**src/rtl/wdt_pkg.sv**
```systemverilog
package wdt_pkg;
  localparam int REG_W = 8;

  // bit positions decoded by the counter and the register
  localparam int KICK_BIT = 6;
  localparam int SEL_LO   = 4;
  localparam int SEL_W    = 2;

  // power-on contents: term=1 kick=0 sel=1 safe_en=1 safe_sel=2 slow=1
  localparam logic [REG_W-1:0] CTRL_DEFAULT = 8'h9D;

  function automatic logic [SEL_W-1:0] sel_of(input logic [REG_W-1:0] r);
    return r[SEL_LO +: SEL_W];
  endfunction
endpackage

```
**src/rtl/wdt_ctrl_reg.sv**
```systemverilog
module wdt_ctrl_reg
  import wdt_pkg::*;
(
  input  logic             clk,
  input  logic             rst,
  input  logic             load_def,
  input  logic             wr_en,
  input  logic [REG_W-1:0] wr_data,
  output logic [REG_W-1:0] q
);
  always_ff @(posedge clk) begin
    if (rst || load_def) begin
      q <= CTRL_DEFAULT;
    end else if (wr_en) begin
      q <= wr_data;
    end else begin
      q[KICK_BIT] <= 1'b0;
    end
  end
endmodule

```
**src/rtl/wdt_tick_counter.sv**
```systemverilog
module wdt_tick_counter
  import wdt_pkg::*;
#(
  parameter int TICK_UNIT = 40
) (
  input  logic             clk,
  input  logic             clear,
  input  logic             tick,
  input  logic [SEL_W-1:0] sel,
  output logic             hit
);
  localparam int MAX_PERIOD = TICK_UNIT << ((1 << SEL_W) - 2);
  localparam int CW         = $clog2(MAX_PERIOD + 1);

  logic [CW-1:0] cnt;
  logic [CW-1:0] last;
  logic          active;

  assign active = (sel != '0);

  always_comb begin
    last = '0;
    for (int k = 1; k < (1 << SEL_W); k++) begin
      if (sel == SEL_W'(k)) last = CW'((TICK_UNIT << (k - 1)) - 1);
    end
  end

  assign hit = tick && active && (cnt == last);

  always_ff @(posedge clk) begin
    if (clear || !active) begin
      cnt <= '0;
    end else if (tick) begin
      cnt <= cnt + 1'b1;
    end
  end
endmodule

```
**src/rtl/host_wdt_reg.sv**
```systemverilog
module host_wdt_reg
  import wdt_pkg::*;
#(
  parameter int TICK_UNIT = 40
) (
  input  logic       clk,
  input  logic       rst,
  input  logic       wr_en,
  input  logic [7:0] wr_data,
  input  logic       reg_rst,
  input  logic       tick_1s,
  output logic [7:0] ctrl_q,
  output logic       wdt_expired
);
  logic restart_req;
  logic hit;
  logic expire_now;
  logic cnt_clear;

  assign restart_req = wr_en &&
                       (wr_data[KICK_BIT] || (sel_of(wr_data) != sel_of(ctrl_q)));
  assign expire_now  = hit && !restart_req && !reg_rst;
  assign cnt_clear   = rst || reg_rst || restart_req || expire_now;

  wdt_ctrl_reg u_reg (
    .clk      (clk),
    .rst      (rst),
    .load_def (reg_rst || expire_now),
    .wr_en    (wr_en),
    .wr_data  (wr_data),
    .q        (ctrl_q)
  );

  wdt_tick_counter #(.TICK_UNIT(TICK_UNIT)) u_cnt (
    .clk   (clk),
    .clear (cnt_clear),
    .tick  (tick_1s),
    .sel   (sel_of(ctrl_q)),
    .hit   (hit)
  );

  always_ff @(posedge clk) begin
    if (rst) wdt_expired <= 1'b0;
    else     wdt_expired <= expire_now;
  end
endmodule

```
**config.mk**
```make
export PLATFORM = sky130hd
export DESIGN_NAME = host_wdt_reg
export DESIGN_NICKNAME = d
export VERILOG_FILES = /design/src/rtl/wdt_pkg.sv /design/src/rtl/wdt_ctrl_reg.sv /design/src/rtl/wdt_tick_counter.sv /design/src/rtl/host_wdt_reg.sv
export SDC_FILE = /design/constraint.sdc
export NUM_CORES = 1
export LEC_CHECK = 0
export ABC_AREA = 1
export BUFFER_PORTS_ARGS = -buffer_cell sky130_fd_sc_hd__buf_2
export CAP_MARGIN = 20
export CORE_MARGIN = 4
export CORE_UTILIZATION = 50
export DETAILED_ROUTE_END_ITERATION = 10
export HOLD_SLACK_MARGIN = 0.15
export PLACE_DENSITY_LB_ADDON = 0.12
export SETUP_SLACK_MARGIN = 0.02
export SLEW_MARGIN = 20
export SYNTH_ARGS = -nofsm -noshare
export SYNTH_HDL_FRONTEND = slang
export SYNTH_SLANG_ARGS = --single-unit
```
**constraint.sdc**
```tcl
create_clock -name clk -period 1.4 [get_ports clk]
set_clock_uncertainty 0.05 [all_clocks]
set_input_delay 0.21 -clock clk [delete_from_list [all_inputs] [get_ports clk]]
set_output_delay 0.21 -clock clk [all_outputs]
set_load 0.01 [all_outputs]
```
After elaboration in Yosys (flattened, before gate mapping)
Cells that the tools add are included.
{ "classes": {"addsub": 1, "bitwise_logic": 1, "muxes": 3, "reduce_logical": 17, "n_eq_ne": 5} }
{ "op_table": {"columns": ["op", "n"], "rows": [
  ["$add A8 B1 Y8 const B", 1],
  ["$eq A8 B8 Y1", 1],
  ["$mux W8", 1],
  ["$logic_or A1 B1 Y1", 7],
  ["$mux W7", 1],
  ["$mux W6", 1],
  ["$logic_and A1 B1 Y1", 5],
  ["$eq A2 B2 Y1 const B", 2],
  ["$logic_not A1 Y1", 3],
  ["$eq A2 B1 Y1 const B", 1],
  ["$ne A2 B2 Y1", 1],
  ["$reduce_bool A2 Y1", 1],
  ["$reduce_or A2 Y1", 1],
  ["$not A1 Y1", 1]
]} }
{ "word_totals": {"register_bits": 17, "wordCells": 31} }

Logic depth before layout (Yosys ltp)
Gate-level depths: netlist of the first run.
{ "logic_depth": {"ltp_word": 11, "mapped_depth": 10, "depth_no_buf": 9} }

Hierarchy
From an unflattened synthesis of the first run, not the netlist that was laid out.
{ "hier_totals": {"hier_cells": 126, "hier_area_um2": 859.6} }
{ "by_module_without_submodules": {"columns": ["module", "cells_each", "area_per_inst_um2", "instances", "seq_area_each_um2"], "rows": [
  ["wdt_tick_counter", 69, 455.4, 1, 160.2],
  ["wdt_ctrl_reg", 38, 296.5, 1, 160.2],
  ["host_wdt_reg", 19, 107.6, 1, 20.0]
]} }

Worst setup path after synthesis of the first run
No wires, ideal clock.
{ "synth_path": {"path_type": "flip-flop to flip-flop", "start": "register u_reg.q[5]", "end": "register u_reg.q[1]", "t_required_ps": 1234, "setup_ps": 116, "arrival_ps": 1152, "path_stages_with_launch": 11, "setup_slack_ps": 82, "cell_sequence": "dfxtp_1 -> buf_2 -> nand2_1 -> inv_1 -> nand2_1 -> nand2_1 -> nand2_1 -> nor2_2 -> nand3_4 -> nand2_2 -> nor2_1"} }
{ "synth_via": {"elab_chain_cells": 10, "elab_cells_between_ends": 18} }
{ "synth_rtl": {"columns": ["element", "line_no", "rtl"], "rows": [
  ["start: declaration", "wdt_ctrl_reg.sv:9", "output logic [REG_W-1:0] q"],
  ["start signal: assignment", "wdt_ctrl_reg.sv:15", "q <= wr_data;"],
  ["$eq A2 B1 Y1", "wdt_tick_counter.sv:24", "if (sel == SEL_W'(k)) last = CW'((TICK_UNIT << (k - 1)) - 1);"],
  ["$mux W6", "wdt_tick_counter.sv:24", null],
  ["$mux W7", "wdt_tick_counter.sv:24", null],
  ["$mux W8", "wdt_tick_counter.sv:24", null],
  ["$eq A8 B8 Y1", "wdt_tick_counter.sv:28", "assign hit = tick && active && (cnt == last);"],
  ["$logic_and A1 B1 Y1", "wdt_tick_counter.sv:28", null],
  ["$logic_and A1 B1 Y1 (*) (2 in series)", "host_wdt_reg.sv:22", "assign expire_now = hit && !restart_req && !reg_rst;"],
  ["$logic_or A1 B1 Y1 (*)", "host_wdt_reg.sv:28", ".load_def (reg_rst || expire_now),"],
  ["$logic_or A1 B1 Y1 (*)", "wdt_ctrl_reg.sv:12", "if (rst || load_def) begin"]
]} }
Every way passes the cells marked *; elsewhere a longest branch is shown, timed or not.
A chain may end at the register's enable or synchronous reset.

Worst setup path in the final report of the first run
{ "layout_path": {"start": "register u_reg.q[4]", "end": "register u_reg.q[1]"} }
The elaborated chain is that of the path after synthesis.

==> impl_metrics.yaml, run 1 <==
sta:
  relSlewSlack_pct: 83.43
  rsz0062_at_grt: "no"
  fin_crit_sh_pct: 92.73
  slew_violations: 0
  fmax_mhz: 770.3
  hold_violations: 0
  holdWs_ns: 0.1515
  setup_viol: 0
  worst_pin_slew_ns: 0.2476
  min_period_ns: 1.298
final_layout:
  regArea_um2: 349.1
  fill_cells: 140
  antennaDiodeCount: 0
  layout-drive-gt1-share_pct: 34.69
  syn_to_final_growth_pct: 34.01
  multi_input_area_um2: 509.2
  finalNetCount: 162
  final_cell_count_no_fill: 163
logic_synthesis:
  synth-seq-cells: 17
  yosys_warnings: 0
  synthesis.instances: 114
  syn_nets: 128
  syn_area_per_cell_um2: 7.617
  ys_types: 25
  synth_area_um2: 868.3
  ys_seq_area_share_pct: 39.19
critical_path:
  arrival_ns: 1.44
  r2r-start: "u_reg.q[4]"
  crit_path_start: "u_reg.q[4]"
  r2r_slack_ns: 0.10
  reg2reg_to: "u_reg.q[1]"
  critical_path_required_ns: 1.54
  cp_max_fo: 7
  start_kind: "flop"
  cp-end-kind: "flop"
  reg2regPathDepth: 7
  critical_path_class: "reg -> reg"
pwr:
  ir_worst_vdd_mv: 0.5840
  power_uw: 902.2
  powerDensity_nw_per_um2: 775.4
  leakagePower_nw: 0.5233
route:
  drc: 0
  drt_iter0_drc: 16
  first_pass_iters: 4
  vias: 807
  wl_per_cell_um: 11.81
  vias_per_cell: 4.951
  antenna_left: 0
  wirelength_um: 1925
global_route:
  grt_max_degree: 13
  first_global_vias: 792
  antenna_found_initial: 0
  grt.overflow.total: 0
  grt_first_pass_wirelength_um: 3277
  grt_usage_pct: 17.12
worst_hold_path:
  worstHoldEndpoint: "u_reg.q[1]"
  hp-start: "wr_data[1]"
  hp-class: "in -> reg"
  hold_path_depth: 3
die:
  pin_count: 22
  initial_core_util_pct: 55.08
  die_w_um: 49.68
  dieArea_um2: 2468
  dieHeight_um: 49.68
  rows: 14
  core_um2: 1577
clock_network:
  ctsHtreeMaxLevel: 1
  cts.sinks: 17
  cts-buffers-inserted: 3
  ctsRootBufferMaster: "clkbuf_4"
  clk_pin_slew_ns: 0.10
  cts_tree: "built"
  clk_latency_ns: 0.29
  clockBufferDepth: 2
  cts_setup_buffers: 0
placed_design:
  hpwlAfterDp_um: 1375
  port_buffers: 21
  gp_congestion: 0.7948
  dp_cells: 150
job:
  drv_cap: 0
run_status:
  status: "completed"
[layout by cell type (no fill, tap or decap), types with 2 or more instances in the layout]
| master | synthesis | final |
|---|---|---|
| inv_1 | 8 | 8 |
| nor2_1 | 14 | 13 |
| dfxtp_1 | 17 | 14 |
| dfxtp_4 | 0 | 2 |
| nand4_1 | 6 | 6 |
| mux2i_1 | 2 | 2 |
| nor2_4 | 0 | 2 |
| dlygate4sd3_1 | 0 | 9 |
| clkbuf_4 | 0 | 3 |
| a21oi_1 | 2 | 2 |
| buf_4 | 0 | 2 |
| xor2_1 | 5 | 5 |
| nor3_2 | 1 | 2 |
| xnor2_1 | 2 | 2 |
| nand2_2 | 4 | 4 |
| nor2_2 | 3 | 2 |
| nand3_1 | 2 | 2 |
| nand2_1 | 31 | 30 |
| buf_2 | 2 | 21 |
| o21ai_4 | 1 | 2 |
| inv_2 | 4 | 3 |
[through the flow]
stage	TNS (ns)	cell area [um2]	utilization, %	setup WS [ns]
CTS	0	1115	70.71	0.04253
detailed placement	-0.02534	994.7	63.10	-0.01582
floorplan	0	868.3	-	0.08227
global route	0	1164	73.81	0.01878
finish	0	1164	73.81	0.1018
global placement	0	994.7	63.10	0.04788
[cells in the mapped netlist]
master    count  share of area [%]
mux2i_1       2                2.3
nand3_2       1                1.2
nand2_1      31                 13
nand3_4       1                2.0
o21ai_1       2                1.2
nor2_1       14                6.1
nor3_2        1                1.2
nor3_1        1               0.58
inv_1         8                3.5
nand4_4       1                2.4
inv_2         4                1.7
o21ai_4       1                1.9
clkbuf_1      1               0.43
dfxtp_1      17                 39
xor2_1        5                5.0
nand4_1       6                4.3
nand2_2       4                2.9
buf_2         2                1.2
ha_1          1                1.4
o21bai_1      1               0.86
xnor2_1       2                2.0
a21oi_1       2                1.2
nand3b_1      1               0.86
nand3_1       2                1.2
nor2_2        3                2.2
[cell type report]
type,count,area share (%)
flip-flops and latches,17,30.00
clock inverters,1,0.4301
inverters,12,4.086
clock buffers,3,1.935
well taps,16,1.720
repair buffers,32,18.06
multi-input cells,82,43.76
[flip-flops by register name, summed over array words and instances (netlist names)]
signal,cells
u_reg.q,8
wdt_expired,1
u_cnt.cnt,8
[timing repair]
action,in CTS,in global routing
gates resized for setup,2,13
setup endpoints to repair,11,12
pin swaps,0,4
hold buffers,9,0
hold endpoints to repair,8,0
[critical path, stage by stage, from the launching register on]
cell and delay [ns]:
dfxtp_4 0.40, inv_4 0.06, o21ai_2 0.16, o21ai_4 0.09, nor2_4 0.16, nand3_4 0.14
nand2_4 0.09, nor2_1 0.04
[worst max path at each step]
stage	to	slack, ns	depth (start not counted)
6_report	u_reg.q[1]	0.10	7
5_1_grt	u_cnt.cnt[2]	0.02	8
4_1_cts	u_reg.q[1]	0.04	8
3_5_place_dp	u_reg.q[1]	-0.02	7
3_3_place_gp	u_reg.q[5]	0.05	7
2_1_floorplan	u_reg.q[1]	0.08	10
[power breakdown]
part / internal [mW] / leakage (nW) / total [mW] / switching, mW
combinational: 0.0643 / 0.366 / 0.137 / 0.0731
clock: 0.106 / 0.0177 / 0.265 / 0.158
sequential: 0.491 / 0.139 / 0.500 / 0.00920
[per-layer routing]
layer / track usage [%] / up-vias / share of wire [%]
met5: 0 / - / 0
met4: 5.991 / 0 / 1.4
met3: 4.518 / 5 / 4.3
met2: 28.63 / 20 / 50
met1: 20.96 / 351 / 45
li1: - / 431 / -
[cells by family (layout without fill, tap and decap cells)]
family | after synthesis | count (layout) | synth area share [%]
AO/OA/AOI/OAI | 6 | 6 | 5.044
multiplexers | 2 | 2 | 2.306
adder cells (fa/ha/maj) | 1 | 1 | 1.441
AND/OR/NAND/NOR | 66 | 66 | 38.18
flip-flops | 17 | 17 | 39.19
buffers and inverters | 15 | 48 | 6.772
XOR/XNOR | 7 | 7 | 7.061
(Power assumes the default switching activity.)
==> run 2, diff against run 1 <==
- SYNTH_HIERARCHICAL: not set -> 1
==> run 2 against run 1 <==
  * The flow now finishes with violations (setup timing)
  * Clock power rose by 2%
  * Global-route usage grew 4.3 points
  * Largest cell class unchanged
  * Flip-flop and latch count did not move
  * Synthesized cell count increased by 11%
  * Count of clock-buffer cells in the layout rose by 1
  * Final cell count rose by 22%
  * Sequential power hardly changed
  * Cell area is 19% higher
  * Register-to-register slack got worse by 0.31 ns
  * First-iteration DRC count rose to 4.5 times the previous value
  * Power increased by 5.2%
==> impl_metrics.yaml, run 2 <==
global_route:
  grt_first_pass_wirelength_um: 3981
  grt_use_met2_pct: 37.50
  first_global_vias: 970
  grtUsageMet3_pct: 4.518
  grt.overflow.total: 0
  antenna_found_initial: 0
  grt_usage_pct: 21.37
  globalRouteMet1Util_pct: 22.68
  top_usage_layer: "met2"
  grt_max_degree: 12
logic_synthesis:
  yosys_warnings: 6
  synth.most_common_cell: "nand2_1"
  ys_types: 22
  ys_seq_area_share_pct: 39.59
  synthesis.instances: 126
  synthTopCellsByArea: "dfxtp_1 40%, nand2_1 13%, nor2_1 8.7%, inv_1 8.3%, nand3_1 6.4%"
  syn_area_per_cell_um2: 6.822
  synth_common_cells: "30 x nand2_1, 20 x nor2_1, 19 x inv_1"
  syn_nets: 140
  synthFlopType: "dfxtp_1"
  yosysTopAreaCell: "dfxtp_1"
  synth_edf_count: 0
  synth-seq-cells: 17
  synth_top_area_share_pct: 39.59
  async_flop_share_pct: 0
  synth_area_um2: 859.6
route:
  antenna_left: 0
  wl_per_cell_um: 16.06
  first_pass_iters: 4
  vias: 1100
  drc: 0
  wirelength_um: 3195
  vias_per_cell: 5.528
  drt_iter0_drc: 72
pwr:
  share_seq_of_total_power_pct: 52.5
  ir_worst_vdd_mv: 0.7084
  netSwitchingFraction_pct: 27.56
  internal-power_uw: 687.3
  net-switching-power_uw: 261.4
  powerDensity_nw_per_um2: 686.2
  power.share.clock_pct: 28.5
  leakagePower_nw: 0.6484
  share_comb_of_total_power_pct: 18.9
  power_uw: 948.7
final_layout:
  layout-drive-gt1-share_pct: 46.99
  syn_to_final_growth_pct: 60.84
  antennaDiodeCount: 0
  final_cell_count_no_fill: 199
  top_regs: "u_cnt/cnt x8, u_reg/q x8, wdt_expired x1"
  finalNetCount: 198
  final_common_cell: "nand2_1"
  final_cell_mix: "27 x nand2_1, 21 x buf_2, 21 x buf_4"
  fin_util_pct: 88.68
critical_path:
  start_kind: "flop"
  critical_path_class: "reg -> reg"
  cp_max_fo: 7
  critical_path_required_ns: 1.58
  arrival_ns: 1.79
  cp-end-kind: "flop"
worst_hold_path:
  hp-class: "in -> reg"
placed_design:
  port_buffers: 21
  dp_cells: 179
  dp_slack_ns: -0.1115
  gp_congestion: 0.7992
  hpwlAfterDp_um: 1563
sta:
  worst_pin_slew_ns: 0.2750
  min_period_ns: 1.613
  setup_ws_ns: -0.2131
  hold_violations: 0
  setup_tns_ns: -2.225
  setup_viol: 16
  slew_violations: 0
  fmax_mhz: 619.9
  relSlewSlack_pct: 81.52
  rsz0062_at_grt: "yes"
  fin_crit_sh_pct: 115.2
die:
  dieArea_um2: 2446
  dieHeight_um: 49.46
  core_um2: 1559
  initial_core_util_pct: 55.14
  die_w_um: 49.46
  rows: 14
  pin_count: 22
clock_network:
  cts_tree: "built"
  cts.sinks: 17
  clk_pin_slew_ns: 0.10
  clockBufferDepth: 2
  ctsHtreeMaxLevel: 1
  cts-buffers-inserted: 3
  clk_latency_ns: 0.30
  ctsRootBufferMaster: "clkbuf_4"
job:
  drv_cap: 0
run_status:
  status: "finished, violations left"
  violations: "setup timing"
-- run 2: cell count changes after synthesis, moves of 3 or more --
| cell | previous run | this run |
|---|---|---|
| nand3_1 | 2 | 11 |
| inv_1 | 8 | 19 |
| o21ai_0 | 0 | 4 |
| xor2_1 | 5 | 0 |
| nand4_1 | 6 | 1 |
| inv_2 | 4 | 1 |
| nor2_1 | 14 | 20 |
-- run 2: through the flow --
| stage | hold slack [ns] | cell area [um2] |
|---|---|---|
| 4_1_cts | 0.1590 | 1270 |
| 3_5_place_dp | 0.3787 | 1114 |
| 2_1_floorplan | 0.2309 | 868.3 |
| 5_1_grt | 0.1991 | 1383 |
| 6_report | 0.1687 | 1383 |
| 3_3_place_gp | 0.3671 | 1114 |
-- run 2: critical path: stages, from the launching register on --
cell	delay (ns)
dfxtp_4	0.39
inv_4	0.04
nor2_4	0.08
nor2_1	0.06
a21oi_1	0.20
nor2_2	0.09
nand2_2	0.09
nand2_2	0.08
nor2_4	0.20
nand2_1	0.11
nor2_1	0.12
-- run 2: cell type report --
type                    count  area [um2]
multi-input cells          88       515.5
inverters                  20       77.57
flip-flops and latches     17       356.6
well taps                  16       20.02
repair buffers             54       386.6
clock buffers               4       26.28
fillers                    76       176.4
-- run 2: logic make-up after synthesis --
kind of cell / Yosys count / share of synthesized area, %
AND/OR/NAND/NOR: 75 / 40.17
buffers and inverters: 21 / 9.607
flip-flops: 17 / 39.59
AO/OA/AOI/OAI: 10 / 6.842
XOR/XNOR: 1 / 1.019
multiplexers: 1 / 1.310
adder cells (fa/ha/maj): 1 / 1.455
-- run 2: power groups by stage --
stage / Clock, mW / Sequential [mW] / Combinational (mW)
3_3_place_gp: 0 / 0.511 / 0.114
5_1_grt: 0.309 / 0.500 / 0.192
2_1_floorplan: 0 / 0.517 / 0.0580
3_5_place_dp: 0 / 0.511 / 0.117
4_1_cts: 0.272 / 0.499 / 0.144
6_report: 0.271 / 0.498 / 0.180
-- run 2: layer usage --
layer	part of all wire (%)	routed length (um)
met4	5.2	165
met5	0	0
met2	51	1618
met1	35	1122
met3	9.0	289
-- run 2: path summary, 6_finish.rpt --
check             slack [ns]  depth (start not counted)        from          to
setup reg to reg       -0.21                         10  u_reg/q[4]  u_reg/q[5]
hold reg to reg         0.43                          2  u_reg/q[0]  u_reg/q[0]
setup / recovery       -0.21                         10  u_reg/q[4]  u_reg/q[5]
hold / removal          0.17                          5  wr_data[1]  u_reg/q[1]
-- run 2: what timing repair did --
item | CTS | global route
resized for setup | 10 | 22
pin swaps | 10 | 11
cloned | 0 | 0
setup endpoints to repair | 16 | 16
hold endpoints to repair | 7 | 0
setup buffers | 2 | 5
hold buffers | 9 | 0
==> run 3, diff against run 2 <==
- CORE_MARGIN: 4 -> not set
- SKIP_LAST_GASP: not set -> 1
- clock period: 1.4 -> 1.6 ns (I/O delays scaled with it)
==> run 3 against run 2 <==
  * The flow finishes with violations (DRC)
  * Critical path depth is the same
  * Critical path type unchanged
  * Core utilization shrank 15 points
  * Largest power group unchanged
  * Sequential power shrank 12%
  * Die area shrank 23%
==> impl_metrics.yaml, run 3 (synthesized netlist as in run 2, its figures left out) <==
run_status:
  status: "finished, violations left"
  violations: "DRC"
global_route:
  antenna_found_initial: 0
  grt.overflow.total: 0
  first_global_vias: 852
  grt_usage_pct: 23.14
  grt_max_degree: 13
  grt_first_pass_wirelength_um: 3277
sta:
  fmax_mhz: 667.6
  setup_tns_ns: 0
  hold_violations: 0
  setup_viol: 0
  fin_crit_sh_pct: 93.63
  rsz0062_at_grt: "yes"
  setup_ws_ns: 0.1020
  min_period_ns: 1.498
  slew_violations: 0
  holdWs_ns: 0.1843
  relSlewSlack_pct: 82.73
  worst_pin_slew_ns: 0.2563
pwr:
  power_uw: 773.9
  powerDensity_nw_per_um2: 676.7
  share_comb_of_total_power_pct: 14.3
  ir_worst_vdd_mv: 0.4582
  internal-power_uw: 572.9
  share_seq_of_total_power_pct: 56.4
  net-switching-power_uw: 201.0
  netSwitchingFraction_pct: 25.97
  power.share.clock_pct: 29.3
  leakagePower_nw: 0.5284
critical_path:
  critical_path_class: "reg -> reg"
  max_stage_delay_ns: 0.39
  reg2regPathDepth: 10
  path_cells: "inv_4 > nor2_4 > nor2_2 > a21oi_2 > nor2_2 > nor2_1 > nand2_1 > nor2_4 > inv_2 > nor3b_2"
  crit_path_start: "u_reg/q[4]"
  r2r-start: "u_reg/q[4]"
  arrival_ns: 1.66
  cp-end-kind: "flop"
  r2r_slack_ns: 0.10
  start_kind: "flop"
  cp_max_fo: 6
  crit_slowest_cell: "dfxtp_4"
  critical_path_required_ns: 1.76
  reg2reg_to: "u_cnt/cnt[2]"
final_layout:
  layout-drive-gt1-share_pct: 35.22
  final_common_cell: "nand2_1"
  final_cell_mix: "30 x nand2_1, 20 x buf_2, 17 x inv_1, 17 x nor2_1, 11 x nand3_1"
  fin_util_pct: 73.35
  top_regs: "u_cnt/cnt x8, u_reg/q x8, wdt_expired x1"
  finalNetCount: 174
  final_cell_count_no_fill: 175
  fin_area_um2: 1144
  fill_cells: 135
  antennaDiodeCount: 0
  syn_to_final_growth_pct: 33.04
die:
  initial_core_util_pct: 55.14
  core_um2: 1559
  dieHeight_um: 43.46
  pin_count: 22
  die_w_um: 43.46
  rows: 14
  dieArea_um2: 1889
placed_design:
  dp_cells: 164
  hpwlAfterDp_um: 1282
  gp_congestion: 0.8553
  port_buffers: 21
  dp_slack_ns: -0.04736
  placed_cell_area_um2: 992.2
clock_network:
  cts-buffers-inserted: 3
  clk_latency_ns: 0.28
  ctsRootBufferMaster: "clkbuf_4"
  ctsHtreeMaxLevel: 1
  clk_pin_slew_ns: 0.10
  clockBufferDepth: 2
  cts.sinks: 17
  cts_tree: "built"
route:
  first_pass_iters: 7
  antenna_left: 0
  drt_iter0_drc: 15
  wirelength_um: 1964
  vias_per_cell: 4.954
  drc: 2
  wl_per_cell_um: 11.22
  vias: 867
job:
  drv_cap: 0
worst_hold_path:
  worstHoldEndpoint: "wdt_expired"
  hold_path_depth: 4
  hp-class: "in -> reg"
  hp-start: "reg_rst"
## run 3: worst max path at each step
| stage | endpoint | slack, ns | cells after the start |
|---|---|---|---|
| CTS | u_cnt/cnt[2] | 0.02 | 10 |
| global placement | u_cnt/cnt[2] | 0.05 | 10 |
| detailed placement | u_cnt/cnt[2] | -0.05 | 10 |
| floorplan | u_cnt/cnt[4] | 0.02 | 10 |
| finish | u_cnt/cnt[2] | 0.10 | 10 |
| global route | u_cnt/cnt[2] | -0.02 | 9 |
## run 3: timing repair
action	in CTS	in global routing
resized for setup	3	20
hold buffers	7	0
hold endpoints to repair	6	0
pin swaps	0	8
gates cloned	0	0
buffers inserted	0	1
setup endpoints to repair	6	14
## run 3: area by class of cell
class | instances | area (um2) | share of cell area (%)
repair buffers | 30 | 192.7 | 16.85
well taps | 16 | 20.02 | 1.751
clock inverters | 1 | 5.005 | 0.4376
clock buffers | 3 | 22.52 | 1.969
multi-input cells | 88 | 467.9 | 40.92
flip-flops and latches | 17 | 357.8 | 31.29
inverters | 20 | 77.57 | 6.783
## run 3: metal layers
layer	vias to the layer above	wire, um	track usage (%)	part of all wire (%)
met3	2	59	2.500	3.0
met4	0	19	9.375	0.97
li1	459	-	-	-
met1	388	835	26.22	43
met5	-	0	0	0
met2	18	1050	43.64	53
## run 3: worst max-delay path, delay by kind of cell, from the launching register on
family | cells | cell delay (ns)
DFF | 1 | 0.39
buffers and inverters | 2 | 0.12
AOI/OAI and AO/OA | 1 | 0.15
and+or+nand+nor | 7 | 0.72
## run 3: power groups by stage
stage          sequential [mW]  clock, mW  combinational, mW
2_1_floorplan            0.453          0             0.0501
3_3_place_gp             0.448          0             0.0885
3_5_place_dp             0.449          0             0.0908
4_1_cts                  0.439      0.237              0.106
5_1_grt                  0.438      0.256              0.123
6_report                 0.436      0.227              0.111
